--- src/rtl/mbx_pkg.sv ---
package mbx_pkg;
    localparam int OPC_W = 16;
    localparam int LEN_W = 21;
    localparam int RET_W = 16;
    localparam int DAT_W = 32;

    localparam logic [2:0] IDX_CAPS   = 3'd0;
    localparam logic [2:0] IDX_CTRL   = 3'd1;
    localparam logic [2:0] IDX_CMD_LO = 3'd2;
    localparam logic [2:0] IDX_CMD_HI = 3'd3;
    localparam logic [2:0] IDX_STAT   = 3'd4;
    localparam logic [2:0] IDX_DEVST  = 3'd5;

    typedef struct packed {
        logic caps;
        logic ctrl;
        logic cmd_lo;
        logic cmd_hi;
        logic stat;
        logic devst;
        logic win;
    } mbx_sel_t;

    typedef struct packed {
        logic             busy;
        logic             clr_pend;
        logic             pulse;
        logic             err;
        logic [OPC_W-1:0] opc;
        logic [LEN_W-1:0] len;
        logic [RET_W-1:0] ret;
    } mbx_state_t;
endpackage

--- src/rtl/mbx_decode.sv ---
module mbx_decode
    import mbx_pkg::*;
#(
    parameter int AW = 8
) (
    input  logic [AW-1:0] addr,
    output mbx_sel_t      sel
);
    logic in_regs;

    always_comb begin
        in_regs    = (addr[AW-1:3] == '0);
        sel        = '0;
        sel.caps   = in_regs && (addr[2:0] == IDX_CAPS);
        sel.ctrl   = in_regs && (addr[2:0] == IDX_CTRL);
        sel.cmd_lo = in_regs && (addr[2:0] == IDX_CMD_LO);
        sel.cmd_hi = in_regs && (addr[2:0] == IDX_CMD_HI);
        sel.stat   = in_regs && (addr[2:0] == IDX_STAT);
        sel.devst  = in_regs && (addr[2:0] == IDX_DEVST);
        sel.win    = (addr[AW-1 -: 2] == 2'b01);
    end
endmodule

--- src/rtl/mbx_ctrl.sv ---
module mbx_ctrl
    import mbx_pkg::*;
(
    input  logic             clk,
    input  logic             rst_n,
    input  logic             hwr,
    input  mbx_sel_t         sel,
    input  logic [DAT_W-1:0] wdata,
    input  logic             cpl,
    input  logic [RET_W-1:0] cpl_ret,
    input  logic [LEN_W-1:0] cpl_len,
    output mbx_state_t       st_q
);
    mbx_state_t st_d;

    always_comb begin
        st_d          = st_q;
        st_d.pulse    = 1'b0;
        st_d.err      = 1'b0;
        st_d.clr_pend = 1'b0;
        if (st_q.busy) begin
            // device owns the mailbox: host edits are refused
            if (hwr && (sel.cmd_lo || sel.cmd_hi || sel.win))
                st_d.err = 1'b1;
            if (st_q.clr_pend) begin
                st_d.busy = 1'b0;
            end else if (cpl) begin
                st_d.ret      = cpl_ret;
                st_d.len      = cpl_len;
                st_d.clr_pend = 1'b1;
            end
        end else if (hwr) begin
            if (sel.cmd_lo) begin
                st_d.opc        = wdata[OPC_W-1:0];
                st_d.len[15:0]  = wdata[31:16];
            end
            if (sel.cmd_hi)
                st_d.len[LEN_W-1:16] = wdata[LEN_W-17:0];
            if (sel.ctrl && wdata[0]) begin
                st_d.busy  = 1'b1;
                st_d.pulse = 1'b1;
            end
        end
    end

    always_ff @(posedge clk or negedge rst_n) begin
        if (!rst_n) st_q <= '0;
        else        st_q <= st_d;
    end
endmodule

--- src/rtl/mbx_payload_ram.sv ---
module mbx_payload_ram #(
    parameter int IW = 6,
    parameter int DW = 32
) (
    input  logic          clk,
    input  logic          we,
    input  logic [IW-1:0] waddr,
    input  logic [DW-1:0] wdata,
    input  logic [IW-1:0] raddr_a,
    output logic [DW-1:0] rdata_a,
    input  logic [IW-1:0] raddr_b,
    output logic [DW-1:0] rdata_b
);
    localparam int DEPTH = 1 << IW;

    logic [DW-1:0] mem [DEPTH];

    always_ff @(posedge clk) begin
        if (we) mem[waddr] <= wdata;
    end

    assign rdata_a = mem[raddr_a];
    assign rdata_b = mem[raddr_b];
endmodule

--- src/rtl/mbx_regfile.sv ---
module mbx_regfile
    import mbx_pkg::*;
#(
    parameter int PAY_EXP = 8
) (
    input  logic               clk,
    input  logic               rst_n,
    input  logic [PAY_EXP-1:0] hst_addr,
    input  logic               hst_wr,
    input  logic [31:0]        hst_wdata,
    output logic [31:0]        hst_rdata,
    output logic               hst_wr_err,
    input  logic               dev_if_ready,
    input  logic               dev_ready,
    input  logic               dev_fatal,
    input  logic               dev_fw_halt,
    input  logic [1:0]         dev_rst_need,
    output logic               rsp_busy,
    output logic               rsp_cmd_pulse,
    output logic [15:0]        rsp_opcode,
    output logic [20:0]        rsp_in_len,
    input  logic [PAY_EXP-3:0] rsp_pl_addr,
    output logic [31:0]        rsp_pl_rdata,
    input  logic               rsp_pl_wr,
    input  logic [31:0]        rsp_pl_wdata,
    input  logic               rsp_cpl,
    input  logic [15:0]        rsp_ret_code,
    input  logic [20:0]        rsp_out_len
);
    localparam int AW = PAY_EXP;
    localparam int IW = PAY_EXP - 2;

    mbx_sel_t      sel;
    mbx_state_t    st_q;
    logic          ram_we;
    logic [IW-1:0] ram_waddr;
    logic [31:0]   ram_wdata;
    logic [31:0]   host_ram_rdata;

    mbx_decode #(.AW(AW)) u_dec (
        .addr (hst_addr),
        .sel  (sel)
    );

    mbx_ctrl u_ctrl (
        .clk     (clk),
        .rst_n   (rst_n),
        .hwr     (hst_wr),
        .sel     (sel),
        .wdata   (hst_wdata),
        .cpl     (rsp_cpl),
        .cpl_ret (rsp_ret_code),
        .cpl_len (rsp_out_len),
        .st_q    (st_q)
    );

    // ownership picks the single writer of the payload RAM
    always_comb begin
        if (st_q.busy) begin
            ram_we    = rsp_pl_wr && !st_q.clr_pend;
            ram_waddr = rsp_pl_addr;
            ram_wdata = rsp_pl_wdata;
        end else begin
            ram_we    = hst_wr && sel.win;
            ram_waddr = hst_addr[IW-1:0];
            ram_wdata = hst_wdata;
        end
    end

    mbx_payload_ram #(.IW(IW), .DW(32)) u_ram (
        .clk     (clk),
        .we      (ram_we),
        .waddr   (ram_waddr),
        .wdata   (ram_wdata),
        .raddr_a (hst_addr[IW-1:0]),
        .rdata_a (host_ram_rdata),
        .raddr_b (rsp_pl_addr),
        .rdata_b (rsp_pl_rdata)
    );

    always_comb begin
        hst_rdata = '0;
        unique case (1'b1)
            sel.caps:   hst_rdata[4:0]  = 5'(PAY_EXP);
            sel.ctrl:   hst_rdata[0]    = st_q.busy;
            sel.cmd_lo: hst_rdata       = {st_q.len[15:0], st_q.opc};
            sel.cmd_hi: hst_rdata[4:0]  = st_q.len[20:16];
            sel.stat:   hst_rdata[15:0] = st_q.ret;
            sel.devst:  hst_rdata[5:0]  = {dev_rst_need, dev_fw_halt, dev_fatal,
                                           dev_ready, dev_if_ready};
            sel.win:    hst_rdata       = host_ram_rdata;
            default:    hst_rdata       = '0;
        endcase
    end

    assign hst_wr_err    = st_q.err;
    assign rsp_busy      = st_q.busy;
    assign rsp_cmd_pulse = st_q.pulse;
    assign rsp_opcode    = st_q.opc;
    assign rsp_in_len    = st_q.len;
endmodule

--- config.mk ---
export PLATFORM = sky130hd
export DESIGN_NAME = mbx_regfile
export DESIGN_NICKNAME = d
export VERILOG_FILES = /design/src/rtl/mbx_pkg.sv /design/src/rtl/mbx_decode.sv /design/src/rtl/mbx_ctrl.sv /design/src/rtl/mbx_payload_ram.sv /design/src/rtl/mbx_regfile.sv
export SDC_FILE = /design/constraint.sdc
export NUM_CORES = 2
export LEC_CHECK = 0
export BUFFER_PORTS_ARGS = -buffer_cell sky130_fd_sc_hd__buf_2
export CORE_MARGIN = 2
export CORE_UTILIZATION = 50
export CTS_CLUSTER_SIZE = 14
export DETAILED_ROUTE_END_ITERATION = 10
export PLACE_DENSITY = 0.66
export SLEW_MARGIN = 10
export SYNTH_ARGS = -nofsm -noshare
export SYNTH_HDL_FRONTEND = slang
export SYNTH_SLANG_ARGS = --single-unit
--- constraint.sdc ---
create_clock -name clk -period 4.6 [get_ports clk]
set_input_delay 0.92 -clock clk [delete_from_list [all_inputs] [get_ports clk]]
set_output_delay 0.92 -clock clk [all_outputs]
set_load 0.02 [all_outputs]
==> metrics.yaml <==
hold_viol: 0
numPortBuffers: 229
chipWidth_microns: 447
setup_viol: 2
vias: 62800
n_fill_cell: 14100
clkTransAtPathRegs_ns: 0.06
cts_sinks: 2105
crit_top_cell: "buf_6"
critPathKind: "in -> out"
drt_iter0_markers: 13100
setup.worst_path.start: "hst_addr[2]"
async_flop_share_pct: 2.71
worst_slack_ns: -0.0597
ys_seq_elements: 2105
ys.flop_type: "edfxtp_1"
reg2reg_depth: 5
routed_wl_microns: 386000
first_pass_iters: 5
drc: 0
die-area_sq_um: 200000
holdBufCountCts: 0
fin_setup_tns_ns: -0.0756
reg2reg_slack_ns: 0.86
vias_per_cell: 7.56
cpPeakStageDelay_ns: 0.91
ctsRootBufferMaster: "clkbuf_16"
antenna_found_initial: 29
reg2reg_to: "u_ram.mem[50][23]$_DFFE_PP_"
yosysWarnings: 0
grt_use_total_pct: 38.8
place_congestion: 0.941
rows: 162
r2r_start: "u_ctrl.st_q[56]$_DFF_PN0_"
ys_seq_area_share_pct: 64.2
p_per_area_nw_per_um2: 389
clock_latency_ns: 0.89
drive_gt1_share_pct: 43.2
synth_edf_count: 2048
netlist_instances: 4841
synth_top_area_cell: "edfxtp_1"
outcome: "finished with violations"
route.detailed.wl_per_inst_microns: 46.5
cp-start-kind: "input pin"
path_cells: "buf_6, inv_6, buf_16, mux2i_2, a21oi_2, a222oi_1, buf_4, nand3_4, buf_6, buf_6"
crit_arrival_ns: 3.74
min_period_over_period_pct: 101
core_sq_um: 195000
rsz0062_at_grt: "false"
slowest_stage: "a222oi_1"
worst_pin_slew_ns: 1.34
required_ns: 3.68
synth_area_leaders: "edfxtp_1 63%, mux4_2 26%, dfrtp_1 1.5%, mux2i_1 1.2%, a22oi_1 0.82%"
die_y_microns: 447
violations: "negative setup slack"
period_minus_slack_ns: 4.66
grt_pass1_vias: 59900
fmax_mhz: 215
dp_hpwl_microns: 243000
cp-end-kind: "output port"
postRouteAntennaNets: 0
skew_ns: 0.0506
grt_max_degree: 65
vdd_drop_max_mv: 0.321
nets: 5603
timing.hold.ws_ns: 0.0647
drv_slew: 0
hp-class: "in -> async"
grt_pass1_wl_microns: 516000
mappedNetlistArea_sq_um: 98100
cts_buffers: 217
slew_headroom_pct: 10.8
gr-total-overflow: 0
synth_cell_types: 67
yosysTopAreaCellShare_pct: 62.7
cts_buffer_depth: 3
cts_htree_levels: 4
syn_avg_cell_area_sq_um: 20.3
cap_viol_max_count: 0
tritoncts: "built"
syn_nets: 4967
area_growth_pct: 17.6
initial_core_util_pct: 50.3
path_max_fanout: 16
ios: 230
p_leak_nw: 37.5
-- how the worst max path moves through the flow --
stage | to | slack, ns | depth (start not counted)
detailed placement | hst_rdata[8] | -0.82 | 11
finish | hst_rdata[8] | -0.06 | 10
CTS | hst_rdata[8] | -0.05 | 11
global placement | hst_rdata[8] | -0.82 | 11
global route | hst_rdata[5] | 0.003 | 11
floorplan | u_ram.mem[18][0]$_DFFE_PP_ | 0.38 | 10
-- cells in the final DEF, fill, tap and decap left out, drive strengths merged, types with 103 or more instances in the layout --
cell | Yosys | layout
buf | 292 | 817
mux4 | 1112 | 1112
nand2 | 210 | 210
clkbuf | 115 | 261
edfxtp | 2048 | 2048
clkinv | 1 | 103
a21oi | 104 | 104
a22oi | 107 | 107
mux2i | 119 | 119
nor2 | 129 | 129
-- sequential cells by signal (all words and copies together) (netlist names) --
name / count
u_ctrl.st_q: 57
u_ram.mem: 2048
-- metal layers --
metal | up-vias | GRT usage, % | routed length [microns]
met4 | 22 | 24.3 | 30000
li1 | 22400 | - | -
met3 | 1263 | 14.4 | 61300
met2 | 6214 | 55.5 | 168000
met5 | - | 0 | 130
met1 | 32900 | 50.5 | 127000
-- cell families (layout without fill, tap and decap cells) --
kind of cell,Yosys count,in the layout,share of synthesized area [%]
DFF,2105,2105,64.2
muxes,1307,1307,27.6
AOI/OAI and AO/OA,519,519,3.60
and+or+nand+nor,497,497,2.29
buffers and inverters,413,1238,2.33
other,0,19,0
-- layout make-up --
cell class / count / area, sq um / area share [%]
Clock buffer: 259 / 5660 / 4.91
Timing Repair Buffer: 824 / 8330 / 7.22
Clock inverter: 149 / 1540 / 1.33
Multi-Input combinational cell: 2323 / 33500 / 29.1
Sequential cell: 2105 / 62900 / 54.6
Antenna cell: 19 / 47.5 / 0.0412
Inverter: 6 / 30.0 / 0.0260
Tap cell: 2624 / 3280 / 2.85
-- Yosys cell counts, drive strengths merged, types with 39 or more instances --
cell type,instances
buf,292
mux2i,119
mux4,1112
mux2,76
o21ai,61
nor2,129
dfrtp,57
a22oi,107
o22ai,62
nor2b,55
nand3,39
a21oi,104
clkbuf,115
edfxtp,2048
nand2,210
-- per-stage QoR --
stage / cell area (sq um) / total power (W) / cells / util, % / setup slack [ns]
6_report: 115000 / 0.0448 / 8309 / 59.2 / -0.0597
5_1_grt: 115000 / 0.0457 / 8295 / 59.1 / 0.00299
4_1_cts: 115000 / 0.0447 / 8286 / 59.1 / -0.0504
3_5_place_dp: 108000 / 0.0270 / 7857 / 55.1 / -0.816
3_3_place_gp: 108000 / 0.0270 / 7856 / 55.1 / -0.825
2_1_floorplan: 98100 / 0.0249 / 4841 / - / 0.381
-- report_power, final --
group | leakage (nW) | internal [W] | switching [W]
Clock | 3.50 | 0.0102 | 0.00777
Combinational | 14.9 | 0.00185 | 0.00306
Sequential | 19.1 | 0.0216 | 0.000301
Total | 37.5 | 0.0337 | 0.0111
-- worst max-delay path: cells and delay by family --
kind                   cells  cell delay, ns
AOI/OAI and AO/OA          2            1.05
buffers and inverters      6            1.26
and+or+nand+nor            1            0.09
muxes                      1            0.30
-- repair_timing --
action,4_1_cts,5_1_grt
endpoints found under the setup margin,9,9
pin swaps,2,2
resized for setup,30,8
buffers inserted,16,2
gates cloned,5,1
hold endpoints to repair,0,0
Note: power is estimated with default switching activity, not from simulation.
